===== src/rtl/stk_store_pkg.sv =====
package stk_store_pkg;
   localparam int INSN_W     = 16;
   localparam int OPC_W      = 6;
   localparam int REG_IDX_W  = 3;
   localparam int PFX_TAG_W  = 3;
   localparam int IMM_W      = INSN_W - OPC_W - REG_IDX_W;
   localparam int EXT_W      = INSN_W - PFX_TAG_W;

   localparam logic [OPC_W-1:0]     STORE_OPC = '1;
   localparam logic [PFX_TAG_W-1:0] PFX_TAG   = 3'b110;

   typedef enum logic {ST_IDLE, ST_WRITE} stk_state_e;

   function automatic logic is_store_word(input logic [INSN_W-1:0] w);
      return w[INSN_W-1 -: OPC_W] == STORE_OPC;
   endfunction

   function automatic logic is_prefix_word(input logic [INSN_W-1:0] w);
      return w[INSN_W-1 -: PFX_TAG_W] == PFX_TAG;
   endfunction
endpackage


===== src/rtl/stk_prefix_track.sv =====
module stk_prefix_track
   import stk_store_pkg::*;
(
   input  logic              clk,
   input  logic              rst_n,
   input  logic              consume,
   input  logic [INSN_W-1:0] word,
   output logic [1:0]        pfx_cnt,
   output logic [EXT_W-1:0]  pfx_first,
   output logic [EXT_W-1:0]  pfx_second
);
   logic is_pfx;
   assign is_pfx = is_prefix_word(word);

   always_ff @(posedge clk or negedge rst_n) begin
      if (!rst_n) begin
         pfx_cnt    <= '0;
         pfx_first  <= '0;
         pfx_second <= '0;
      end else if (consume) begin
         if (!is_pfx) begin
            pfx_cnt <= '0;
         end else begin
            case (pfx_cnt)
               2'd0: begin
                  pfx_first <= word[EXT_W-1:0];
                  pfx_cnt   <= 2'd1;
               end
               2'd1: begin
                  pfx_second <= word[EXT_W-1:0];
                  pfx_cnt    <= 2'd2;
               end
               default: begin
                  pfx_first  <= pfx_second;
                  pfx_second <= word[EXT_W-1:0];
                  pfx_cnt    <= 2'd2;
               end
            endcase
         end
      end
   end

   // never more than two prefixes held
   assert_cnt_bound_R11: assert property (@(posedge clk) disable iff (!rst_n)
      pfx_cnt != 2'd3);
endmodule


===== src/rtl/stk_addr_gen.sv =====
module stk_addr_gen
   import stk_store_pkg::*;
#(
   parameter int ADDR_W     = 24,
   parameter int HI_W       = 4,
   parameter int ALIGN_LOG2 = 2
) (
   input  logic [ADDR_W-1:0] sp,
   input  logic [IMM_W-1:0]  imm,
   input  logic [1:0]        pfx_cnt,
   input  logic [EXT_W-1:0]  pfx_first,
   input  logic [EXT_W-1:0]  pfx_second,
   input  logic              dslot,
   output logic [ADDR_W-1:0] aligned_addr,
   output logic              misaligned
);
   logic [ADDR_W-1:0] disp;
   logic [ADDR_W-1:0] sum;

   always_comb begin
      disp = '0;
      if (dslot || pfx_cnt == 2'd0) begin
         disp[IMM_W-1:0] = imm;
      end else if (pfx_cnt == 2'd1) begin
         disp[IMM_W+EXT_W-1:0] = {pfx_first, imm};
      end else begin
         disp = {pfx_first[HI_W-1:0], pfx_second, imm};
      end
   end

   assign sum = sp + disp;

   generate
      if (ALIGN_LOG2 == 0) begin : g_no_align
         assign aligned_addr = sum;
         assign misaligned   = 1'b0;
      end else begin : g_align
         assign aligned_addr = {sum[ADDR_W-1:ALIGN_LOG2], {ALIGN_LOG2{1'b0}}};
         assign misaligned   = |sum[ALIGN_LOG2-1:0];
      end
   endgenerate
endmodule


===== src/rtl/stk_store_unit.sv =====
module stk_store_unit
   import stk_store_pkg::*;
#(
   parameter int ADDR_W     = 24,
   parameter int REG_W      = 24,
   parameter int DATA_W     = 32,
   parameter int HI_W       = 4,
   parameter int ALIGN_LOG2 = 2
) (
   input  logic                 clk,
   input  logic                 rst_n,
   input  logic                 ins_valid,
   input  logic [INSN_W-1:0]    ins_word,
   input  logic                 ins_dslot,
   output logic                 ins_ready,
   input  logic [ADDR_W-1:0]    sp,
   output logic [REG_IDX_W-1:0] rf_raddr,
   input  logic [REG_W-1:0]     rf_rdata,
   output logic                 wr_valid,
   input  logic                 wr_ready,
   output logic [ADDR_W-1:0]    wr_addr,
   output logic [DATA_W-1:0]    wr_data,
   output logic                 misalign_irq,
   output logic                 busy,
   output logic                 done
);
   localparam int PAD_W = DATA_W - REG_W;

   generate
      if (IMM_W + EXT_W + HI_W != ADDR_W) begin : g_bad_width
         $error("displacement pieces must add up to ADDR_W");
      end
      if (HI_W > EXT_W || HI_W < 1) begin : g_bad_hi
         $error("HI_W out of range");
      end
      if (REG_W > DATA_W) begin : g_bad_data
         $error("REG_W exceeds DATA_W");
      end
      if (ALIGN_LOG2 >= ADDR_W) begin : g_bad_align
         $error("ALIGN_LOG2 too large");
      end
   endgenerate

   stk_state_e          state_q;
   logic                fire, fire_store, is_pfx;
   logic [1:0]          pfx_cnt;
   logic [EXT_W-1:0]    pfx_first, pfx_second;
   logic [ADDR_W-1:0]   calc_addr;
   logic                calc_mis;
   logic [ADDR_W-1:0]   addr_q;
   logic [DATA_W-1:0]   data_q;
   logic [DATA_W-1:0]   data_ext;
   logic                mis_q;

   assign ins_ready  = (state_q == ST_IDLE);
   assign fire       = ins_valid && ins_ready;
   assign fire_store = fire && is_store_word(ins_word);
   assign is_pfx     = is_prefix_word(ins_word);
   assign rf_raddr   = ins_word[INSN_W-OPC_W-1 -: REG_IDX_W];

   stk_prefix_track u_pfx (
      .clk        (clk),
      .rst_n      (rst_n),
      .consume    (fire),
      .word       (ins_word),
      .pfx_cnt    (pfx_cnt),
      .pfx_first  (pfx_first),
      .pfx_second (pfx_second)
   );

   stk_addr_gen #(
      .ADDR_W     (ADDR_W),
      .HI_W       (HI_W),
      .ALIGN_LOG2 (ALIGN_LOG2)
   ) u_agen (
      .sp           (sp),
      .imm          (ins_word[IMM_W-1:0]),
      .pfx_cnt      (pfx_cnt),
      .pfx_first    (pfx_first),
      .pfx_second   (pfx_second),
      .dslot        (ins_dslot),
      .aligned_addr (calc_addr),
      .misaligned   (calc_mis)
   );

   generate
      if (PAD_W == 0) begin : g_data_full
         assign data_ext = rf_rdata;
      end else begin : g_data_pad
         assign data_ext = {{PAD_W{1'b0}}, rf_rdata};
      end
   endgenerate

   always_ff @(posedge clk or negedge rst_n) begin
      if (!rst_n) begin
         state_q <= ST_IDLE;
         addr_q  <= '0;
         data_q  <= '0;
         mis_q   <= 1'b0;
      end else begin
         case (state_q)
            ST_IDLE: if (fire_store) begin
               state_q <= ST_WRITE;
               addr_q  <= calc_addr;
               data_q  <= data_ext;
               mis_q   <= calc_mis;
            end
            default: if (wr_ready) state_q <= ST_IDLE;
         endcase
      end
   end

   assign wr_valid     = (state_q == ST_WRITE);
   assign busy         = wr_valid;
   assign wr_addr      = addr_q;
   assign wr_data      = data_q;
   assign done         = wr_valid && wr_ready;
   assign misalign_irq = done && mis_q;

   // accepted store raises a write request next cycle
   assert_req_after_accept_R9: assert property (@(posedge clk) disable iff (!rst_n)
      fire_store |=> wr_valid);
   // no word accepted while a store is in progress
   assert_no_accept_busy_R9: assert property (@(posedge clk) disable iff (!rst_n)
      busy |-> !ins_ready);
   // stalled request holds its contents
   assert_hold_stall_R10: assert property (@(posedge clk) disable iff (!rst_n)
      (wr_valid && !wr_ready) |=> (wr_valid && $stable(wr_addr) && $stable(wr_data)));
   // any consumed non-prefix word empties the prefix state
   assert_pfx_clear_R8: assert property (@(posedge clk) disable iff (!rst_n)
      (fire && !is_pfx) |=> (pfx_cnt == 2'd0));
endmodule


===== config.mk =====
export PLATFORM = sky130hd
export DESIGN_NAME = stk_store_unit
export DESIGN_NICKNAME = d
export VERILOG_FILES = /design/src/rtl/stk_store_pkg.sv /design/src/rtl/stk_prefix_track.sv /design/src/rtl/stk_addr_gen.sv /design/src/rtl/stk_store_unit.sv
export SDC_FILE = /design/constraint.sdc
export NUM_CORES = 1
export LEC_CHECK = 0
export ABC_AREA = 1
export BUFFER_PORTS_ARGS = -buffer_cell sky130_fd_sc_hd__buf_4
export CAP_MARGIN = 15
export CORE_MARGIN = 2
export CORE_UTILIZATION = 58
export DETAILED_ROUTE_END_ITERATION = 6
export PLACE_DENSITY_LB_ADDON = 0.25
export SLEW_MARGIN = 30
export SYNTH_ARGS = -nofsm -noshare
export SYNTH_HDL_FRONTEND = slang
export SYNTH_SLANG_ARGS = --single-unit

===== constraint.sdc =====
create_clock -name clk -period 4.4 [get_ports clk]
set_input_delay 0.44 -clock clk [delete_from_list [all_inputs] [get_ports clk]]
set_output_delay 0.44 -clock clk [all_outputs]
set_load 0.05 [all_outputs]

==> impl_metrics.json, run 1 <==
{
  "cts.sinks": 76,
  "place.port_buffers": 122,
  "drt_iter0_drc": 285,
  "crit_required_ns": 4.64,
  "synth_warnings": 0,
  "cp_slowest_cell": "nor2_4",
  "hp-class": "in2async",
  "cts_buffer_depth": 2,
  "cts_resized": 0,
  "gp_congestion": 0.974,
  "numCtsBuffers": 9,
  "status": "finished clean",
  "power.leakage_nw": 3.58,
  "drc": 0,
  "h-tree-depth": 3,
  "place_hpwl_mm": 10.4,
  "worst-path-buf-inv": 0,
  "period_minus_slack_ns": 2.79,
  "timing.critical_path.arrival_ns": 3.03,
  "grt_pass1_vias": 4655,
  "p_per_area_nw_per_um2": 363,
  "final.period_utilization": 0.633,
  "rsz0062_at_grt": "no",
  "insertion_delay_ns": 0.36,
  "ant_nets": 0,
  "synth-edff-count": 0,
  "dpl_worst_slack_ns": 1.69,
  "crit_chain": "nor2_4 -> nor2_1 -> a211oi_2 -> ha_1 -> nand2_1 -> nor2_1 -> nand2_1 -> nor2_1 -> nand2_1 -> nand3_1 -> nand2_1 -> nand3_1 -> nand2_1",
  "wire_per_inst_um": 13.9,
  "first_pass_iters": 6,
  "cts_hold_buf": 0,
  "areaGrowthSynthToFinish_pct": 21.8,
  "timing.slew.headroom": 0.482,
  "finClkSkew_ns": 0.0121,
  "crit_path_max_fanout": 27,
  "grt_pass1_wl_mm": 22.2,
  "crit_cells": 13,
  "max_stage_delay_ns": 0.59,
  "synthFlopType": "dfrtp_1",
  "cts_root_buf": "clkbuf_8",
  "syn_avg_cell_area_um2": 6.97,
  "cp-end-kind": "flop",
  "io-pin-count": 133,
  "synth-async-reset-ratio": 1.00,
  "antenna_found_initial": 0,
  "vias": 5003,
  "synth_cell_types": 35,
  "finalHoldViolations": 0,
  "tightest_slew_ns": 0.776,
  "ir_drop_uv": 219,
  "cp-start-kind": "flop",
  "dieArea_um2": 9620,
  "max_freq_mhz": 359,
  "vias_per_cell": 5.21,
  "syn_area_um2": 5140,
  "chipHeight_um": 98.1,
  "rows": 34,
  "ys_ff_latch": 76,
  "r2r_cells": 13,
  "crit_type": "reg2reg",
  "num-nets-final": 941,
  "start_util": 0.595,
  "syn-instance-count": 737,
  "setup_tns_ns": 0,
  "cts_tree": "done",
  "cap_viol_max_count": 0,
  "antenna_cells": 0,
  "post-cts-setup-buffers": 0,
  "clk_pin_slew_ns": 0.09,
  "totalWireLength_mm": 13.4,
  "setup_viol": 0,
  "grtUsageTotal": 0.286,
  "nFillCells": 716,
  "drv_slew": 0,
  "drive_above_1_share": 0.211,
  "crit_family": "simple AND/OR/NAND/NOR gates",
  "synth_seq_area_share": 0.370,
  "worst_slack_ns": 1.61,
  "path_common_cell": "nand2_1",
  "overflow": 0,
  "grt_max_degree": 77,
  "dieWidth_um": 98.1,
  "coreArea_um2": 8640
}
-- metal layers --
metal | wire [um] | up-vias | GRT usage
met3 | 925 | 33 | 0.0322
met4 | 256 | 0 | 0.0620
met5 | 0 | - | 0
li1 | - | 2484 | -
met1 | 5900 | 2285 | 0.411
met2 | 6310 | 201 | 0.469
-- area by class of cell --
cell class,instances,area (um2),share of cell area
Multi-Input combinational cell,527,2640,0.422
Sequential cell,76,1900,0.304
Timing Repair Buffer,123,927,0.148
Inverter,111,419,0.0670
Clock buffer,10,138,0.0220
Tap cell,108,135,0.0216
Clock inverter,6,95.1,0.0152
-- layout by cell type, fill, tap and decap left out, types with 7 or more instances in the layout --
master / Yosys / layout
nand2_1: 285 / 285
buf_4: 18 / 122
inv_1: 107 / 107
dfrtp_1: 76 / 76
nor2_1: 55 / 55
nand3_1: 24 / 24
o21ai_1: 23 / 23
ha_1: 23 / 23
a21oi_1: 22 / 22
o211ai_1: 13 / 13
nand2_2: 10 / 10
a211oi_2: 10 / 10
conb_1: 1 / 10
clkbuf_8: 0 / 10
nor2_2: 7 / 7
xnor2_1: 7 / 7
-- sequential cells by signal, indices dropped and copies added (netlist names) --
name / count
busy: 1
mis_q: 1
u_pfx.pfx_cnt: 2
u_pfx.pfx_first: 13
u_pfx.pfx_second: 13
wr_addr: 22
wr_data: 24
-- report_power, final --
group          internal (mW)  switching (mW)  leakage [nW]
clock network          0.340           0.284         0.117
logic                  0.242           0.526          2.50
registers              0.815          0.0612         0.961
total                   1.40           0.871          3.58
-- Yosys cell counts (all sizes together) (2+ instances only) --
| cell type | instances | area share |
|---|---|---|
| a211oi | 13 | 0.029 |
| nor3 | 2 | 0.0019 |
| o211ai | 13 | 0.019 |
| nand3 | 30 | 0.037 |
| dfrtp | 76 | 0.37 |
| xnor2 | 7 | 0.012 |
| nand3b | 5 | 0.0073 |
| a21oi | 23 | 0.023 |
| nor2 | 65 | 0.055 |
| o21ai | 29 | 0.028 |
| nand2 | 295 | 0.22 |
| nand4 | 6 | 0.0073 |
| ha | 23 | 0.056 |
| buf | 31 | 0.040 |
| inv | 111 | 0.082 |
-- per-stage QoR --
stage                     cell area [um2]  utilization  power, mW  cells  hold WS (ns)
final                                6250        0.724       2.27    961        0.0817
after global routing                 6250        0.724       2.38    961         0.149
after CTS                            6250        0.724       2.27    961         0.257
after detailed placement             6020        0.697       1.65    945         0.466
after global placement               6020        0.697       1.64    945         0.462
after floorplan                      5170            -       1.41    746         0.144
-- cell families after synthesis --
| logic type | count (synthesis) | synth area share |
|---|---|---|
| flip-flops | 76 | 0.370 |
| AND/OR/NAND/NOR | 405 | 0.331 |
| XOR/XNOR | 8 | 0.0136 |
| adder cells (fa/ha/maj) | 24 | 0.0599 |
| AO/OA/AOI/OAI | 80 | 0.102 |
| other | 1 | 0.000730 |
| buffers and inverters | 143 | 0.123 |
-- worst paths after layout --
check                                      start                   to  slack [ns]
worst max-delay path            u_pfx.pfx_cnt[1]          wr_addr[22]        1.61
worst min-delay path                       rst_n          wr_addr[23]        0.08
worst max register to register  u_pfx.pfx_cnt[1]          wr_addr[22]        1.61
worst min register to register       wr_data[20]          wr_data[20]        0.48
max in group asynchronous                  rst_n  u_pfx.pfx_first[12]        3.81
min in group clk                        wr_ready                 busy        0.26
No activity file was read; power rests on OpenSTA's default activity.
==> inputs of run 2 (changes only) <==
- CORE_UTILIZATION: 58 -> 49
- clock period: 4.4 -> 2.3 ns (I/O delays scaled with it)
==> impl_metrics.json, run 2 (same netlist as run 1, synthesis figures left out) <==
{
  "wire_per_inst_um": 15.0,
  "antenna_found_initial": 0,
  "coreArea_um2": 10200,
  "tightest_slew_ns": 0.586,
  "final.period_utilization": 1.06,
  "intPower_mw": 2.77,
  "overflow": 0,
  "drc": 0,
  "timing.slew.headroom": 0.609,
  "insertion_delay_ns": 0.36,
  "vias_per_cell": 5.05,
  "p_per_area_nw_per_um2": 635,
  "areaGrowthSynthToFinish_pct": 40.2,
  "crit_path_max_fanout": 8,
  "drive_above_1_share": 0.354,
  "clk_pin_slew_ns": 0.09,
  "chipHeight_um": 106,
  "cp-end-kind": "flop",
  "finClkSkew_ns": 0.0155,
  "dpl_worst_slack_ns": -0.266,
  "r2r-start": "u_pfx.pfx_cnt[1]",
  "vias": 5236,
  "power.leakage_nw": 3.86,
  "setup_viol": 14,
  "layout_commonest_cell": "nand2_1",
  "seq_power_share": 0.369,
  "rsz0062_at_grt": "yes",
  "nFillCells": 813,
  "holdPathStages": 2,
  "cts_root_buf": "clkbuf_8",
  "timing.critical_path.arrival_ns": 2.69,
  "finalHoldViolations": 0,
  "cap_viol_max_count": 0,
  "hp-class": "in2reg",
  "cts.sinks": 76,
  "first_pass_iters": 5,
  "largest_register_ffs": 24,
  "dieArea_um2": 11300,
  "crit_type": "reg2reg",
  "ant_nets": 0,
  "drt_iter0_drc": 302,
  "min_to": "busy",
  "place_hpwl_mm": 11.1,
  "cts_buffer_depth": 2,
  "rr_endpoint": "wr_addr[20]",
  "min_from": "wr_ready",
  "io-pin-count": 133,
  "period_minus_slack_ns": 2.44,
  "numCtsBuffers": 9,
  "crit_required_ns": 2.55,
  "grt_max_degree": 55,
  "grtUsageTotal": 0.260,
  "gp_congestion": 0.936,
  "cp-start-kind": "flop",
  "status": "complete, but fails checks",
  "max_freq_mhz": 410,
  "mostFrequentLayoutCells": "nand2_1, buf_4, inv_1, dfrtp_1, nand2_2",
  "worst_slack_ns": -0.140,
  "swShare": 0.394,
  "start_util": 0.502,
  "final_core_util": 0.704,
  "grt_pass1_vias": 4726,
  "clkPwrFrac": 0.252,
  "antenna_cells": 0,
  "power_mw": 4.57,
  "totalWireLength_mm": 15.6,
  "h-tree-depth": 3,
  "rows": 37,
  "cts_tree": "done",
  "drv_slew": 0,
  "grt_pass1_wl_mm": 23.1,
  "ir_drop_uv": 447,
  "dieWidth_um": 106,
  "r2r_cells": 14,
  "switchingPower_mw": 1.80,
  "num-nets-final": 988,
  "violations": "setup timing",
  "place.port_buffers": 122,
  "pwr-share-comb": 0.378,
  "reg2reg_slack_ns": -0.14
}
[run 2: cell types whose count changed in the layout (fill, tap and decap cells not counted), sizes merged]
cell and change:
buf +45, clkinv -3, clkinvlp +2, clkbuf +1, dlygate4sd3 +1, nand2 +1
[run 2: area by class of cell]
class / count / area, um2 / area share
inverters: 111 / 422 / 0.0585
flip-flops and latches: 76 / 1900 / 0.264
well taps: 136 / 170 / 0.0236
multi-input cells: 528 / 3150 / 0.437
clock inverters: 5 / 83.8 / 0.0116
clock buffers: 11 / 131 / 0.0182
repair buffers: 169 / 1350 / 0.187
[run 2: metal layers]
metal / global-route usage / part of all wire
met1: 0.353 / 0.43
met2: 0.444 / 0.51
met3: 0.0405 / 0.042
met4: 0.0489 / 0.013
met5: 0 / 0
[run 2: metrics by stage]
step	hold WS (ns)	instances	area (um2)	TNS [ns]
final	0.0393	1036	7200	-1.07
after global routing	0.0393	1036	7200	-2.70
after CTS	0.0320	1024	6750	-0.0176
after detailed placement	0.203	1002	6310	-1.41
after global placement	0.197	1002	6310	-1.02
after floorplan	-0.0656	746	5170	0
[run 2: power by group through the flow]
stage          sequential [mW]  clock [mW]  combinational (mW)
2_1_floorplan             2.08           0               0.611
3_3_place_gp              1.69           0                1.50
3_5_place_dp              1.70           0                1.52
4_1_cts                   1.68        1.17                1.59
5_1_grt                   1.71        1.23                1.85
6_report                  1.69        1.15                1.73
[run 2: critical path, stage by stage (launching register included)]
cell	delay (ns)
dfrtp_2	0.46
nor2_4	0.17
buf_6	0.14
buf_12	0.13
nor2_2	0.04
a211oi_2	0.31
ha_4	0.23
nand2_4	0.08
nor2_2	0.17
nand2_1	0.07
nand3b_1	0.23
nand3_1	0.11
nand2_1	0.06
nand3_2	0.08
nand2_2	0.04
[run 2: worst max-delay path by stage]
stage | slack (ns) | to | start
global placement | -0.26 | wr_addr[20] | u_pfx.pfx_cnt[1]
CTS | -0.02 | wr_addr[20] | u_pfx.pfx_cnt[1]
detailed placement | -0.27 | wr_addr[21] | u_pfx.pfx_cnt[1]
finish | -0.14 | wr_addr[20] | u_pfx.pfx_cnt[1]
floorplan | 0.05 | wr_addr[16] | u_pfx.pfx_cnt[1]
global route | -0.26 | wr_addr[20] | u_pfx.pfx_cnt[1]
[run 2: what timing repair did]
| action | CTS | global route |
|---|---|---|
| gates resized for setup | 45 | 94 |
| setup buffers | 5 | 11 |
| pin swaps | 21 | 57 |
| endpoints found under the hold margin | 30 | 0 |
| hold buffers | 1 | 0 |
| gates cloned | 0 | 1 |
| endpoints found under the setup margin | 15 | 16 |
==> inputs of run 3 (changes only) <==
- ABC_AREA: 1 -> unset
- CORE_UTILIZATION: 49 -> 47
==> impl_metrics.json, run 3 <==
{
  "numCtsBuffers": 9,
  "violations": "setup timing",
  "cp-end-kind": "flop",
  "dpl.cell_count": 785,
  "cts.sinks": 76,
  "io-pin-count": 133,
  "crit_path_max_fanout": 3,
  "crit_chain": "buf_6 -> nand2_2 -> nor2_1 -> a21oi_2 -> nor2_1 -> ha_1 -> a21o_1 -> a21o_1 -> a31oi_4 -> a21oi_4 -> o311ai_2 -> nand3_1 -> a31o_1",
  "p_per_area_nw_per_um2": 643,
  "ir_drop_uv": 374,
  "start_util": 0.486,
  "dieArea_um2": 10300,
  "syn_avg_cell_area_um2": 8.81,
  "first_pass_iters": 6,
  "cts_tree": "done",
  "synth_mux_area_frac": 0.0616,
  "cap_viol_max_count": 0,
  "ant_nets": 0,
  "status": "complete, but fails checks",
  "areaGrowthSynthToFinish_pct": 42.6,
  "syn_area_um2": 4490,
  "cts_root_buf": "clkbuf_8",
  "grt_max_degree": 56,
  "ys_ff_latch": 76,
  "crit_required_ns": 2.55,
  "h-tree-depth": 3,
  "overflow": 0,
  "timing.critical_path.arrival_ns": 2.85,
  "cp-start-kind": "flop",
  "synth_top_area_share": 0.424,
  "rsz0062_at_grt": "yes",
  "setup_tns_ns": -2.46,
  "worst_slack_ns": -0.302,
  "timing.slew.headroom": 0.648,
  "cts_buffer_depth": 2,
  "period_minus_slack_ns": 2.60,
  "final_area_um2": 6400,
  "place_hpwl_mm": 9.45,
  "hold_ws_ns": 0.0519,
  "syn-instance-count": 509,
  "grt_pass1_vias": 4155,
  "dieWidth_um": 102,
  "clk_pin_slew_ns": 0.10,
  "synth_cell_types": 54,
  "place.port_buffers": 122,
  "synth_area_leaders": "dfrtp_1, nand2_1, ha_1",
  "placed_area_um2": 5900,
  "final_core_util": 0.693,
  "drive_above_1_share": 0.394,
  "rows": 35,
  "finalHoldViolations": 0,
  "synth.largest_area_cell": "dfrtp_1",
  "finClkSkew_ns": 0.0132,
  "drt_iter0_drc": 258,
  "antenna_cells": 0,
  "insertion_delay_ns": 0.36,
  "synth_top_family_by_area": "simple AND/OR/NAND/NOR gates",
  "max_freq_mhz": 384,
  "chipHeight_um": 102,
  "wire_per_inst_um": 15.9,
  "synth-edff-count": 0,
  "synthFlopType": "dfrtp_1",
  "synth_warnings": 0,
  "vias": 4316,
  "power_mw": 4.12,
  "drv_slew": 0,
  "synth-async-reset-ratio": 1.00,
  "synth_seq_area_share": 0.424,
  "cp_slowest_cell": "dfrtp_2",
  "synth-xor-area-share": 0.0410,
  "tightest_slew_ns": 0.526,
  "crit_type": "reg2reg",
  "drc": 0,
  "totalWireLength_mm": 13.0,
  "grt_pass1_wl_mm": 20.3,
  "vias_per_cell": 5.27,
  "final.period_utilization": 1.13,
  "num-nets-final": 778,
  "coreArea_um2": 9240,
  "hp-class": "in2reg",
  "synth_adder_area_share": 0.0686,
  "largest_register_ffs": 24,
  "synth_common_cells": "nand2_1, dfrtp_1, nor2_1, a21oi_1, o21ai_0",
  "grtUsageTotal": 0.252,
  "dpl_worst_slack_ns": -0.260,
  "synthSimpleGateAreaFrac": 0.185,
  "mostFrequentLayoutCells": "buf_4, nand2_1, dfrtp_1, nor2_1, a21oi_1",
  "final_cells": 819,
  "power.leakage_nw": 3.31,
  "synth_compound_area_frac": 0.172,
  "max_stage_delay_ns": 0.44,
  "yosysMostFrequentCell": "nand2_1",
  "gp_congestion": 0.885,
  "layout_commonest_cell": "buf_4",
  "antenna_found_initial": 0,
  "setup_viol": 13
}
==> run 3: cell type report <==
| cell class | instances | area, um2 |
|---|---|---|
| clock inverters | 7 | 65.1 |
| fillers | 735 | 2840 |
| repair buffers | 192 | 1500 |
| flip-flops and latches | 76 | 1900 |
| well taps | 129 | 161 |
| inverters | 4 | 15.0 |
| multi-input cells | 402 | 2640 |
| clock buffers | 9 | 124 |
==> run 3: repair_timing <==
item | 4_1_cts | 5_1_grt
pin swaps | 22 | 17
setup endpoints to repair | 13 | 14
endpoints found under the hold margin | 30 | 0
gates resized for setup | 31 | 11
setup buffers | 11 | 6
hold buffers | 1 | 0
==> run 3: cell families (layout without fill, tap and decap cells) <==
kind of cell,count (synthesis),count (layout)
AOI/OAI and AO/OA,122,122
xor gates and xnor gates,21,21
adders and majority gates,24,24
buffers and inverters,40,212
DFF,76,76
muxes,26,26
other,1,10
and+or+nand+nor,199,199
==> run 3: worst paths after layout <==
path,start,cells past startpoint,endpoint,slack (ns)
min,rf_rdata[23],3,wr_data[23],0.05
min reg2reg,mis_q,2,mis_q,0.48
max,u_pfx.pfx_cnt[0],13,wr_addr[20],-0.30
min in group asynchronous,rst_n,2,wr_data[21],0.34
max in group asynchronous,rst_n,3,u_pfx.pfx_cnt[0],1.34
max reg2reg,u_pfx.pfx_cnt[0],13,wr_addr[20],-0.30
==> run 3: power by group <==
part / internal, mW / switching (mW) / total [mW] / leakage (nW)
combinational: 0.554 / 0.891 / 1.45 / 2.22
clock: 0.420 / 0.580 / 1.00 / 0.0947
sequential: 1.54 / 0.130 / 1.67 / 0.991
==> run 3: layer usage <==
metal | wire, um | track usage | share of wire | vias to the layer above
met4 | 382 | 0.0780 | 0.029 | 0
met3 | 837 | 0.0497 | 0.064 | 39
met1 | 5270 | 0.319 | 0.40 | 2032
met2 | 6530 | 0.433 | 0.50 | 178
met5 | 0 | 0 | 0 | -
li1 | - | - | - | 2067
==> run 3: critical path, delay by kind of cell (launching register included) <==
family	cells	cell delay (ns)
AND/OR/NAND/NOR	4	0.26
buffers and inverters	1	0.12
adder cells (fa/ha/maj)	1	0.35
flip-flops	1	0.44
AO/OA/AOI/OAI	7	1.34
